**config.mk**
```make
export PLATFORM = sky130hd
export DESIGN_NAME = wr_burst_seq
export DESIGN_NICKNAME = d
export VERILOG_FILES = /design/src/rtl/wbs_pkg.sv /design/src/rtl/wbs_timer.sv /design/src/rtl/wbs_cmdaddr.sv /design/src/rtl/wbs_dbi_lane.sv /design/src/rtl/wr_burst_seq.sv
export SDC_FILE = /design/constraint.sdc
export NUM_CORES = 1
export LEC_CHECK = 0
export BUFFER_PORTS_ARGS = -buffer_cell sky130_fd_sc_hd__clkbuf_2
export CAP_MARGIN = 10
export CORE_UTILIZATION = 50
export DETAILED_ROUTE_END_ITERATION = 16
export HOLD_SLACK_MARGIN = 0.15
export PLACE_DENSITY = 0.71
export SYNTH_ARGS = -nofsm -noshare
export SYNTH_HDL_FRONTEND = slang
export SYNTH_SLANG_ARGS = --single-unit
```
**constraint.sdc**
```tcl
create_clock -name clk -period 52.6 [get_ports clk]
set_input_delay 5.26 -clock clk [delete_from_list [all_inputs] [get_ports clk]]
set_output_delay 5.26 -clock clk [all_outputs]
set_load 0.01 [all_outputs]
```
**src/rtl/wbs_pkg.sv**
```systemverilog
package wbs_pkg;

  typedef enum logic [1:0] {
    CMD_NOP   = 2'd0,
    CMD_WRITE = 2'd1
  } wbs_cmd_e;

  typedef enum logic [1:0] {
    STB_OFF  = 2'd0,
    STB_LOW  = 2'd1,
    STB_TOG  = 2'd2,
    STB_HIGH = 2'd3
  } wbs_stb_e;

  // A zero preamble setting still yields one preamble cycle.
  function automatic int unsigned eff_preamble(input int unsigned p);
    return (p == 0) ? 1 : p;
  endfunction

  // Cycles from one write command to the earliest next one.
  function automatic int unsigned burst_gap(input int unsigned data_start,
                                            input int unsigned beats,
                                            input int unsigned min_space);
    int unsigned span;
    span = data_start + beats + 1;
    return (span > min_space) ? span : min_space;
  endfunction

endpackage

```
**src/rtl/wbs_timer.sv**
```systemverilog
module wbs_timer
  import wbs_pkg::*;
#(
  parameter int unsigned WL_W      = 4,
  parameter int unsigned PRE_W     = 2,
  parameter int unsigned BEATS     = 4,
  parameter int unsigned MIN_SPACE = 4,
  parameter int unsigned CNT_W     = 5,
  parameter int unsigned BEAT_W    = 2
) (
  input  logic              clk,
  input  logic              rst_n,
  input  logic              accept,
  input  logic [WL_W-1:0]   wl,
  input  logic [PRE_W-1:0]  pre,
  output logic              ready,
  output logic              ph_cmd,
  output logic              ph_addr2,
  output logic              ph_pre,
  output logic              ph_data,
  output logic              ph_post,
  output logic [BEAT_W-1:0] beat
);

  logic             active;
  logic [CNT_W-1:0] cnt;
  logic [CNT_W-1:0] wl_c;
  logic [CNT_W-1:0] data_start;
  logic [CNT_W-1:0] post_at;
  logic [CNT_W-1:0] gap_m1;

  always_comb begin
    wl_c       = CNT_W'(wl);
    data_start = wl_c + CNT_W'(eff_preamble(32'(pre)));
    post_at    = data_start + CNT_W'(BEATS);
    gap_m1     = CNT_W'(burst_gap(32'(data_start), BEATS, MIN_SPACE) - 1);
  end

  always_ff @(posedge clk or negedge rst_n) begin
    if (!rst_n) begin
      active <= 1'b0;
      cnt    <= '0;
    end else if (accept) begin
      active <= 1'b1;
      cnt    <= '0;
    end else if (active) begin
      if (cnt == gap_m1) active <= 1'b0;
      else               cnt    <= cnt + 1'b1;
    end
  end

  assign ready    = !active || (cnt == gap_m1);
  assign ph_cmd   = active && (cnt == '0);
  assign ph_addr2 = active && (cnt == CNT_W'(1));
  assign ph_pre   = active && (cnt >= wl_c) && (cnt < data_start);
  assign ph_data  = active && (cnt >= data_start) && (cnt < post_at);
  assign ph_post  = active && (cnt == post_at);
  assign beat     = BEAT_W'(cnt - data_start);

endmodule

```
**src/rtl/wbs_cmdaddr.sv**
```systemverilog
module wbs_cmdaddr
  import wbs_pkg::*;
#(
  parameter int unsigned BA_W   = 4,
  parameter int unsigned COL_W  = 10,
  parameter int unsigned ADDR_W = 12,
  parameter int unsigned AP_BIT = 8
) (
  input  logic              ph_cmd,
  input  logic              ph_addr2,
  input  logic [BA_W-1:0]   bank,
  input  logic [COL_W-1:0]  col,
  input  logic              ap,
  output wbs_cmd_e          cmd,
  output logic [BA_W-1:0]   ba,
  output logic [ADDR_W-1:0] addr
);

  localparam int unsigned COL_LO_W = COL_W / 2;
  localparam int unsigned COL_HI_W = COL_W - COL_LO_W;

  always_comb begin
    cmd  = CMD_NOP;
    ba   = '0;
    addr = '0;
    if (ph_cmd) begin
      cmd                  = CMD_WRITE;
      ba                   = bank;
      addr[COL_HI_W-1:0]   = col[COL_W-1:COL_LO_W];
      addr[AP_BIT]         = ap;
    end else if (ph_addr2) begin
      addr[COL_LO_W-1:0]   = col[COL_LO_W-1:0];
    end
  end

endmodule

```
**src/rtl/wbs_dbi_lane.sv**
```systemverilog
module wbs_dbi_lane #(
  parameter int unsigned DW = 32
) (
  input  logic          active,
  input  logic          inv_en,
  input  logic [DW-1:0] word,
  output logic [DW-1:0] dq,
  output logic          flag
);

  function automatic int unsigned zero_count(input logic [DW-1:0] w);
    int unsigned n;
    n = 0;
    for (int i = 0; i < DW; i++) if (!w[i]) n++;
    return n;
  endfunction

  logic invert;

  assign invert = inv_en && (zero_count(word) > DW / 2);
  assign dq     = !active ? '1 : (invert ? ~word : word);
  assign flag   = active && invert;

endmodule

```
**src/rtl/wr_burst_seq.sv**
```systemverilog
module wr_burst_seq
  import wbs_pkg::*;
#(
  parameter int unsigned DW        = 32,
  parameter int unsigned BA_W      = 4,
  parameter int unsigned COL_W     = 10,
  parameter int unsigned ADDR_W    = 12,
  parameter int unsigned AP_BIT    = 8,
  parameter int unsigned WL_W      = 4,
  parameter int unsigned PRE_W     = 2,
  parameter int unsigned MIN_SPACE = 4
) (
  input  logic              clk,
  input  logic              rst_n,
  input  logic              req_valid,
  output logic              req_ready,
  input  logic [BA_W-1:0]   req_bank,
  input  logic [COL_W-1:0]  req_col,
  input  logic              req_ap,
  input  logic [8*DW-1:0]   req_data,
  input  logic [WL_W-1:0]   cfg_wl,
  input  logic [PRE_W-1:0]  cfg_wpre,
  input  logic              cfg_inv_en,
  output logic [1:0]        cmd_o,
  output logic [BA_W-1:0]   ba_o,
  output logic [ADDR_W-1:0] addr_o,
  output logic [1:0]        stb_o,
  output logic [DW-1:0]     dq_rise_o,
  output logic [DW-1:0]     dq_fall_o,
  output logic              dbi_rise_o,
  output logic              dbi_fall_o
);

  localparam int unsigned BL     = 8;
  localparam int unsigned BEATS  = BL / 2;
  localparam int unsigned BEAT_W = $clog2(BEATS);
  localparam int unsigned CNT_W  = $clog2((2 ** WL_W) + (2 ** PRE_W) + BEATS + MIN_SPACE + 2);

  // Latched request and configuration
  logic [BA_W-1:0]  bank_q;
  logic [COL_W-1:0] col_q;
  logic             ap_q;
  logic [WL_W-1:0]  wl_q;
  logic [PRE_W-1:0] pre_q;
  logic             inv_q;
  logic [DW-1:0]    words_q [BL];

  // Named internal events
  logic              accept;
  logic              ph_cmd;
  logic              ph_addr2;
  logic              ph_pre;
  logic              ph_data;
  logic              ph_post;
  logic              beat_last;
  logic [BEAT_W-1:0] beat;

  assign accept = req_valid && req_ready;

  always_ff @(posedge clk or negedge rst_n) begin
    if (!rst_n) begin
      bank_q <= '0;
      col_q  <= '0;
      ap_q   <= 1'b0;
      wl_q   <= '0;
      pre_q  <= '0;
      inv_q  <= 1'b0;
      for (int i = 0; i < BL; i++) words_q[i] <= '0;
    end else if (accept) begin
      bank_q <= req_bank;
      col_q  <= req_col;
      ap_q   <= req_ap;
      wl_q   <= cfg_wl;
      pre_q  <= cfg_wpre;
      inv_q  <= cfg_inv_en;
      for (int i = 0; i < BL; i++) words_q[i] <= req_data[i*DW +: DW];
    end
  end

  wbs_timer #(
    .WL_W(WL_W), .PRE_W(PRE_W), .BEATS(BEATS), .MIN_SPACE(MIN_SPACE),
    .CNT_W(CNT_W), .BEAT_W(BEAT_W)
  ) u_timer (
    .clk(clk), .rst_n(rst_n), .accept(accept), .wl(wl_q), .pre(pre_q),
    .ready(req_ready), .ph_cmd(ph_cmd), .ph_addr2(ph_addr2), .ph_pre(ph_pre),
    .ph_data(ph_data), .ph_post(ph_post), .beat(beat)
  );

  assign beat_last = ph_data && (beat == BEAT_W'(BEATS - 1));

  wbs_cmd_e cmd;

  wbs_cmdaddr #(
    .BA_W(BA_W), .COL_W(COL_W), .ADDR_W(ADDR_W), .AP_BIT(AP_BIT)
  ) u_cmdaddr (
    .ph_cmd(ph_cmd), .ph_addr2(ph_addr2), .bank(bank_q), .col(col_q),
    .ap(ap_q), .cmd(cmd), .ba(ba_o), .addr(addr_o)
  );

  assign cmd_o = cmd;

  wbs_stb_e stb;

  always_comb begin
    if (ph_data)      stb = STB_TOG;
    else if (ph_post) stb = STB_HIGH;
    else if (ph_pre)  stb = STB_LOW;
    else              stb = STB_OFF;
  end

  assign stb_o = stb;

  // Two lanes: lane 0 for the rising edge word, lane 1 for the falling one
  logic [DW-1:0] lane_dq   [2];
  logic          lane_flag [2];

  for (genvar e = 0; e < 2; e++) begin : g_lane
    logic [BEAT_W:0] idx;
    assign idx = {beat, 1'b0} + (BEAT_W + 1)'(e);
    wbs_dbi_lane #(.DW(DW)) u_lane (
      .active(ph_data), .inv_en(inv_q), .word(words_q[idx]),
      .dq(lane_dq[e]), .flag(lane_flag[e])
    );
  end

  assign dq_rise_o  = lane_dq[0];
  assign dq_fall_o  = lane_dq[1];
  assign dbi_rise_o = lane_flag[0];
  assign dbi_fall_o = lane_flag[1];

endmodule

```
==> results of run 1 <==
cells in the final DEF (no fill, tap or decap), types with 17 or more instances in the layout:
cell type / count
ha_1: 80
clkbuf_2: 359
and2_1: 50
xnor2_1: 190
a31oi_1: 17
o21ai_0: 66
a21oi_1: 67
nand2b_1: 64
nor2b_1: 33
mux2i_1: 96
nor2_1: 181
nand2_1: 239
mux2_2: 303
xor2_1: 96
nand3_1: 64
clkbuf_16: 35
mux4_2: 52
dfrtp_1: 284
nor3_1: 42
inv_1: 52
xnor3_1: 34
through the flow:
step | std cells | setup slack [ns] | util
2_1_floorplan | 2491 | 26.42 | -
3_3_place_gp | 3422 | 23.85 | 0.557
3_5_place_dp | 3422 | 23.38 | 0.557
4_1_cts | 3486 | 22.64 | 0.581
5_1_grt | 3487 | 20.65 | 0.581
6_report | 3488 | 22.65 | 0.581
logic make-up (layout without fill, tap and decap cells):
family | Yosys count | in the layout | share of synthesized area
multiplexers | 456 | 456 | 0.223
adder cells (fa/ha/maj) | 86 | 86 | 0.0427
flip-flops | 284 | 284 | 0.282
AND/OR/NAND/NOR | 814 | 814 | 0.163
XOR/XNOR | 369 | 369 | 0.171
other | 1 | 9 | 0.000149
AO/OA/AOI/OAI | 310 | 310 | 0.0857
buffers and inverters | 165 | 496 | 0.0308
sequential cells by signal (all words and copies together) (netlist names):
name            cells
wl_q                4
u_timer.cnt         5
pre_q               2
inv_q               1
bank_q              4
col_q              10
ap_q                1
u_timer.active      1
words_q           256
Yosys cell counts, types with 11 or more instances:
master	instances	area share
nand2b_1	64	0.016
or2_2	14	0.0035
mux4_2	52	0.047
nor3b_1	12	0.0036
xor2_1	96	0.033
nand3b_1	14	0.0042
mux2i_1	96	0.038
dfrtp_1	284	0.28
nor4b_1	15	0.0052
o31ai_1	13	0.0039
and2_1	50	0.012
xnor2_1	190	0.066
a31oi_1	17	0.0042
a211oi_1	11	0.0033
o21ai_0	66	0.013
xnor2_2	16	0.010
o211ai_1	11	0.0033
nand3_1	64	0.013
or3_1	12	0.0030
ha_1	81	0.040
a21oi_1	67	0.013
clkbuf_1	60	0.0090
buf_4	17	0.0051
mux2_2	303	0.14
a21o_1	12	0.0036
buf_1	14	0.0021
xnor3_1	34	0.030
nor3_1	42	0.0084
inv_1	52	0.0078
nor2_1	181	0.027
and3_1	16	0.0040
nor2b_1	33	0.0082
nand2_1	240	0.036
how the worst max path moves through the flow:
| stage | start | end |
|---|---|---|
| 5_1_grt | pre_q[0] | dq_rise_o[0] |
| 6_report | pre_q[0] | dq_rise_o[0] |
| 3_3_place_gp | pre_q[0] | dq_rise_o[0] |
| 4_1_cts | pre_q[0] | dq_rise_o[0] |
| 2_1_floorplan | pre_q[0] | dq_rise_o[25] |
| 3_5_place_dp | pre_q[0] | dq_rise_o[0] |
critical path, delay by kind of cell, from the launching register on:
family	cells	cell delay (ns)
AOI/OAI and AO/OA	25	4.30
xor gates and xnor gates	2	0.34
adders and majority gates	31	9.86
buffers and inverters	10	2.51
DFF	1	0.38
muxes	9	2.69
and+or+nand+nor	35	4.03
layout make-up:
type / count / share of cell area
Antenna cell: 2 / 0.000175
Clock buffer: 44 / 0.0339
Clock inverter: 20 / 0.00835
Inverter: 56 / 0.00734
Multi-Input combinational cell: 2042 / 0.606
Sequential cell: 284 / 0.248
Tap cell: 664 / 0.0290
Timing Repair Buffer: 376 / 0.0675
metal layers:
metal | wire, um | global-route usage | vias to the layer above
met5 | 41 | 0 | -
met4 | 1450 | 0.0680 | 6
met3 | 3530 | 0.0463 | 91
met2 | 30800 | 0.424 | 487
met1 | 28000 | 0.322 | 9626
li1 | - | - | 9488
==> impl_results.md, run 1 <==
- Outcome: completed
- # H-tree levels: 2
- Maximum number of pins on one net before global-route repair: 100
- Number of synthesized flops with an enable pin: 0
- Sequential share of the synthesized area: 0.282
- Max cap viols: 0
- Min Hold Slack: 0.498 ns
- Dpl cell area: 0.0274 mm2
- Global-route wire length before repair: 102000 um
- # DRC: 0
- Worst reg2reg path depth: 23
- Clock sinks: 284
- Slowest cell on the critical path: buf_4
- Top_reg_cell synth: dfrtp_1
- Vias in the first global route: 20000
- Hold Path End: words_q[38]
- Cts hold-fix bufs: 0
- Wire length per cell: 18.3 um
- RR Startpoint: pre_q[0]
- FF/Latch Area: 0.00711 mm2
- Netlist cell types: 108
- Mapped Cells: 2485
- Crit path DAT: 24.69 ns
- Worst setup SP type: flip-flop
- Via count of the routed design: 19700
- Post-layout instance area: 0.0286 mm2
- Setup Total Neg Slack: 0 ns
- Area Overhead vs Synth: 13.8%
- Layout cell share with drive strength beyond 1: 0.315
- Nets@finish: 3158
- TritonCTS buffer count: 35
- Skew-Pair Late Insertion Delay: 0.57 ns
- Post-cts resize count: 0
- Chip width: 226 um
- Reg2Reg Capture Point: words_q[178]
- Mean Syn Cell Area: 10.1 um2
- Fin crit period: 29.95 ns
- Hold Path Depth: 1
- CP Class: flip-flop to output port
- Core footprint: 0.0493 mm2
- TritonRoute pass-1 iters: 5
- FILL cells: 4206
- ANT nets after route: 0
- Total GRT Usage: 0.249
- Worst-Margin Slew: 1.14 ns
- WP data required: 47.34 ns
- Post-Route WL: 63800 um
- Initial DRC Count: 1067
- Die Ht: 226 um
- Yosys warns: 0
- Vias per std cell: 5.65
- Worst min path class: flip-flop to flip-flop
- Clk slew on worst S/H paths: 0.06 ns
- Initial core utilization: 0.511
- Crit share post-route: 0.569
- Port bufs: 360
- Die Area: 0.0512 mm2
- Setup Buffers After CTS: 0
- Final hold vios: 0
- Hold Startpoint: words_q[38]
- Area occupied by multi-input gates: 0.0173 mm2
- Max_slew headroom: 0.241
- Critical path endpoint category: output port
- Fmax: 33.4 MHz
- Cell repeated most along the worst path: ha_1
- CTS tree: built
- FP Rows: 81
- Initial antenna violation count: 5
- Final Max Tran Viols: 0
- Worst path max stage delay: 0.74 ns
- RSZ-0062 raised after global routing: no
- DP Wirelength: 48900 um
- Skew final: 0.0360 ns
- Final Setup Violations: 0
- CTS root buf: clkbuf_16
- R2R setup slack: 44.93 ns
- Max clock buf depth: 3
- Routability Congestion: 0.870
- Critical-path maximum fanout: 43
- Top Ports: 368
- FFs w/ async S/R, synth: 1.00
- Grt total ovfl: 0
- Post-Syn Area: 0.0252 mm2
- FF+latch count, synth: 284
Power of run 1 is left out: the tool's default activity adds up to more than one toggle a clock period on the data nets, which glitch-free logic cannot reach.
==> run 2: changes to the inputs <==
PLACE_DENSITY = 0.74   (was 0.71)
clock period = 24.3 ns   (was 52.6 ns; I/O delays follow)
==> impl_results.md, run 2 (same netlist as run 1, synthesis figures left out) <==
- Outcome: completed
- Final Max Tran Viols: 0 (unchanged)
- Post-Route WL: 68100 um (+6.6%)
- Chip width: 226 um (unchanged)
- Final hold vios: 0 (unchanged)
- Clk slew on worst S/H paths: 0.06 ns (about the same)
- Worst path max stage delay: 0.56 ns (-0.18 ns)
- Critical path endpoint category: output port
- Inst Count DP: 3436 (+0.41%)
- # H-tree levels: 2 (unchanged)
- Area occupied by multi-input gates: 0.0181 mm2 (+4.2%)
- Crit path max-delay family: adder cells
- Fmax: 42.5 MHz
- Via count of the routed design: 20400 (+3.4%)
- CTS root buf: clkbuf_16
- FILL cells: 3984 (-5.3%)
- Slowest cell on the critical path: fa_2
- Worst-Margin Slew: 1.21 ns (+0.0773 ns)
- Core footprint: 0.0493 mm2 (unchanged)
- Max clock buf depth: 3 (unchanged)
- FF/Latch Area: 0.00711 mm2 (about the same)
- Grt total ovfl: 0 (unchanged)
- Most common cell after layout, fill and taps aside: clkbuf_2
- Vias in the first global route: 20900 (+4.8%)
- Initial DRC Count: 1076 (+0.84%)
- Area Overhead vs Synth: 19.9%
- Die Area: 0.0512 mm2 (unchanged)
- Final Setup Violations: 0 (unchanged)
- Global-route wire length before repair: 106000 um (+4.0%)
- Critical path buffers and inverters: 16 (+6)
- FP Rows: 81 (unchanged)
- Skew final: 0.0252 ns (-0.0108 ns)
- Most frequent cells in the layout: clkbuf_2, mux2_2, dfrtp_1, nand2_1, xnor2_1
- Port bufs: 360 (unchanged)
- Clock sinks: 284 (unchanged)
- Max cap viols: 0 (unchanged)
- Reg with most FFs: words_q
- ANT nets after route: 0 (unchanged)
- Nets@finish: 3240 (+2.6%)
- Critical-path maximum fanout: 7 (-84%)
- Max_slew headroom: 0.183 (-0.0572)
- Top Ports: 368 (unchanged)
- Maximum number of pins on one net before global-route repair: 171 (+71%)
- WP data required: 21.87 ns (-25.47 ns)
- TritonRoute pass-1 iters: 5 (unchanged)
- Cts hold-fix bufs: 0 (unchanged)
- Wire length per cell: 19.1 um (+4.2%)
- Fin crit period: 23.55 ns
- Layout cell share with drive strength beyond 1: 0.372 (+0.0567)
- CP Class: flip-flop to output port
- Largest register FFs: 256 (unchanged)
- Crit path DAT: 21.12 ns (-3.57 ns)
- Crit share post-route: 0.969
- Cell repeated most along the worst path: ha_1
- Top Registers: words_q x256, col_q x10, u_timer.cnt x5
- TritonCTS buffer count: 35 (unchanged)
- Die Ht: 226 um (unchanged)
- DP Wirelength: 49000 um (+0.31%)
- Worst setup SP type: flip-flop
- CTS tree: built
- Post-layout instance area: 0.0302 mm2 (+5.3%)
- Skew-Pair Late Insertion Delay: 0.56 ns (about the same)
- Initial antenna violation count: 10 (+5)
- Dpl cell area: 0.0276 mm2 (+0.57%)
- Total GRT Usage: 0.261 (+0.0118)
- Final Non-Filler Cells: 3571 (+2.4%)
- Vias per std cell: 5.70 (+0.99%)
- Initial core utilization: 0.511 (unchanged)
- Worst min path class: flip-flop to flip-flop
- # DRC: 0 (unchanged)
- Min Hold Slack: 0.496 ns (-0.00213 ns)
- Routability Congestion: 0.886 (+1.8%)
run 2: worst reg2reg max path, stage by stage (launching register included):
cell and delay [ns]:
dfrtp_1 0.38, nand2b_4 0.14, ha_2 0.18, fa_2 0.36, xor2_1 0.54, inv_1 0.15, ha_1 0.22, a21oi_1 0.18
xnor2_1 0.20, o41ai_1 0.14, nor2_1 0.11, o21ai_0 0.14, nand2b_1 0.16, ha_1 0.25, xor2_1 0.17, nor2_1 0.05
a21oi_1 0.13, o32ai_1 0.10, a21boi_0 0.54, inv_1 0.31, nand2_4 0.70, buf_4 0.90, mux2_2 0.55
run 2: path summary, 6_finish.rpt:
check,slack [ns],endpoint,startpoint,cells after the start
setup / recovery,0.75,dq_rise_o[27],pre_q[0],117
hold / removal,0.50,bank_q[1],bank_q[1],1
setup reg to reg,17.56,words_q[216],pre_q[0],22
hold reg to reg,0.50,bank_q[1],bank_q[1],1
max in group asynchronous,20.78,words_q[22],rst_n,2
min in group asynchronous,1.92,words_q[194],rst_n,1
run 2: layer usage:
layer,global-route usage,vias to the layer above,share of wire
li1,-,9630,-
met1,0.315,10000,0.41
met4,0.102,12,0.037
met2,0.447,575,0.48
met3,0.0610,146,0.066
met5,0,-,0.0012
run 2: what timing repair did:
item	4_1_cts	5_1_grt
cloned	4	0
setup endpoints to repair	66	66
endpoints found under the hold margin	0	0
pin swaps	28	72
gates resized for setup	52	107
setup buffers	33	32
run 2: layout make-up:
class,count,share of cell area
inverters,56,0.00697
flip-flops and latches,284,0.236
clock inverters,18,0.00747
multi-input cells,2042,0.599
clock buffers,45,0.0323
well taps,664,0.0275
diodes,4,0.000332
repair buffers,458,0.0908
run 2: stage by stage:
step	setup TNS (ns)	setup WS [ns]	utilization
final	0	0.748	0.612
after global routing	-9.34	-0.186	0.612
after CTS	0	0.00371	0.597
after detailed placement	-25.79	-0.608	0.560
after global placement	0	0.307	0.560
after floorplan	0	0.947	-
Power of run 2 is left out for the same reason.
==> run 3: changes to the inputs <==
PLACE_DENSITY = 0.7   (was 0.74)
REMOVE_ABC_BUFFERS = 1   (was not set)
==> impl_results.md, run 3 (same netlist as run 1, synthesis figures left out) <==
- # H-tree levels: 2 (unchanged)
- Final Max Tran Viols: 0 (unchanged)
- Vias per std cell: 5.66 (-0.81%)
- ANT nets after route: 0 (unchanged)
- Post-layout util: 0.609 (-0.00340)
- Chip width: 226 um (unchanged)
- Layout cell share with drive strength beyond 1: 0.367 (-0.00474)
- Nets@finish: 3225 (-0.46%)
- Area Overhead vs Synth: 19.2%
- Critical-path maximum fanout: 6 (-1)
- Wire length per cell: 18.5 um (-3.0%)
- Outcome: completed
- Worst-Margin Slew: 1.16 ns (-0.0523 ns)
- Critical path buffers and inverters: 18 (+2)
- Crit share post-route: 0.973 (+0.00425)
- Max cap viols: 0 (unchanged)
- Via count of the routed design: 20100 (-1.3%)
- Max clock buf depth: 3 (unchanged)
- CTS root buf: clkbuf_16
- Top Registers: words_q x256, col_q x10, u_timer.cnt x5
- WP data required: 21.87 ns (about the same)
- DP Wirelength: 47000 um (-4.1%)
- Worst path max stage delay: 0.58 ns (+0.02 ns)
- Initial DRC Count: 878 (-18%)
- Slowest cell on the critical path: fa_2
- Dpl cell area: 0.0275 mm2 (-0.21%)
- TritonRoute pass-1 iters: 5 (unchanged)
- Skew-Pair Late Insertion Delay: 0.56 ns (about the same)
- Initial antenna violation count: 3 (-7)
- Final hold vios: 0 (unchanged)
- FP Rows: 81 (unchanged)
- Routability Congestion: 0.878 (-0.94%)
- Port bufs: 360 (unchanged)
- Die Area: 0.0512 mm2 (unchanged)
- Most frequent cells in the layout: clkbuf_2, mux2_2, dfrtp_1, nand2_1, xnor2_1
- Max_slew headroom: 0.219 (+0.0352)
- Clock sinks: 284 (unchanged)
- Core footprint: 0.0493 mm2 (unchanged)
- # DRC: 0 (unchanged)
- Critical path endpoint category: output port
- Initial core utilization: 0.511 (unchanged)
- Worst setup SP type: flip-flop
- Fin crit period: 23.66 ns (+0.103 ns)
- Top Ports: 368 (unchanged)
- Skew final: 0.0257 ns (+0.000480 ns)
- CTS tree: built
- Crit path max-delay family: adder cells
- Crit path DAT: 21.23 ns (+0.11 ns)
- Total GRT Usage: 0.247 (-0.0139)
- Largest register FFs: 256 (unchanged)
- Maximum number of pins on one net before global-route repair: 163 (-4.7%)
- Vias in the first global route: 20300 (-2.8%)
- Clk slew on worst S/H paths: 0.06 ns (about the same)
- Most common cell after layout, fill and taps aside: clkbuf_2
- Cell repeated most along the worst path: ha_1
- Reg with most FFs: words_q
- Final Setup Violations: 0 (unchanged)
- Grt total ovfl: 0 (unchanged)
- Worst min path class: flip-flop to flip-flop
- TritonCTS buffer count: 34 (-2.9%)
- Post-layout instance area: 0.0300 mm2 (-0.56%)
- Fmax: 42.3 MHz (-0.44%)
- CP Class: flip-flop to output port
- Post-Route WL: 65700 um (-3.5%)
- Global-route wire length before repair: 102000 um (-3.9%)
- Die Ht: 226 um (unchanged)
## run 3: cell count changes in the layout (fill, tap and decap cells not counted), sizes merged
cell          previous run  this run
buf                    104        89
clkbuf                 399       403
bufinv                   3         0
clkinv                  11         8
clkinvlp                 2         0
diode                    4         2
bufbuf                   0         1
dlymetal6s2s             0         1
## run 3: repair_timing
action	4_1_cts	5_1_grt
setup endpoints to repair	66	66
pin swaps	22	59
hold buffers	0	0
cloned	3	3
setup buffers	23	31
gates resized for setup	58	111
## run 3: per-layer routing
metal | wire [um] | vias to the layer above | track usage
li1 | - | 9604 | -
met1 | 27200 | 9921 | 0.302
met2 | 33300 | 455 | 0.435
met3 | 3320 | 111 | 0.0430
met4 | 1810 | 2 | 0.0854
met5 | 13 | - | 0
## run 3: cell type report
| class | instances | area, um2 |
|---|---|---|
| antenna | 2 | 5.00 |
| inverter | 56 | 210 |
| multi-input combinational | 2042 | 18100 |
| clock buffer | 50 | 1010 |
| fill | 4101 | 19300 |
| sequential | 284 | 7110 |
| timing repair buffer | 444 | 2670 |
| clock inverter | 10 | 72.6 |
| tap | 664 | 831 |
## run 3: final timing paths
check	slack, ns	cells after the start	endpoint	from
max in group asynchronous	20.93	2	words_q[147]	rst_n
max reg2reg	16.77	23	words_q[23]	pre_q[0]
min	0.50	1	ap_q	ap_q
min reg2reg	0.50	1	ap_q	ap_q
min in group asynchronous	1.89	1	bank_q[3]	rst_n
max	0.64	117	dq_rise_o[30]	pre_q[0]
## run 3: through the flow
step / std cells / hold slack, ns / setup slack (ns) / setup TNS, ns
final: 3552 / 0.497 / 0.645 / 0
after global routing: 3551 / 0.510 / -0.216 / -10.07
after CTS: 3516 / 0.500 / 0.0270 / 0
after detailed placement: 3430 / 0.488 / -0.772 / -32.52
after global placement: 3430 / 0.478 / 0.215 / 0
after floorplan: 2382 / 0.470 / -2.18 / -117.12
Power of run 3 is left out for the same reason.
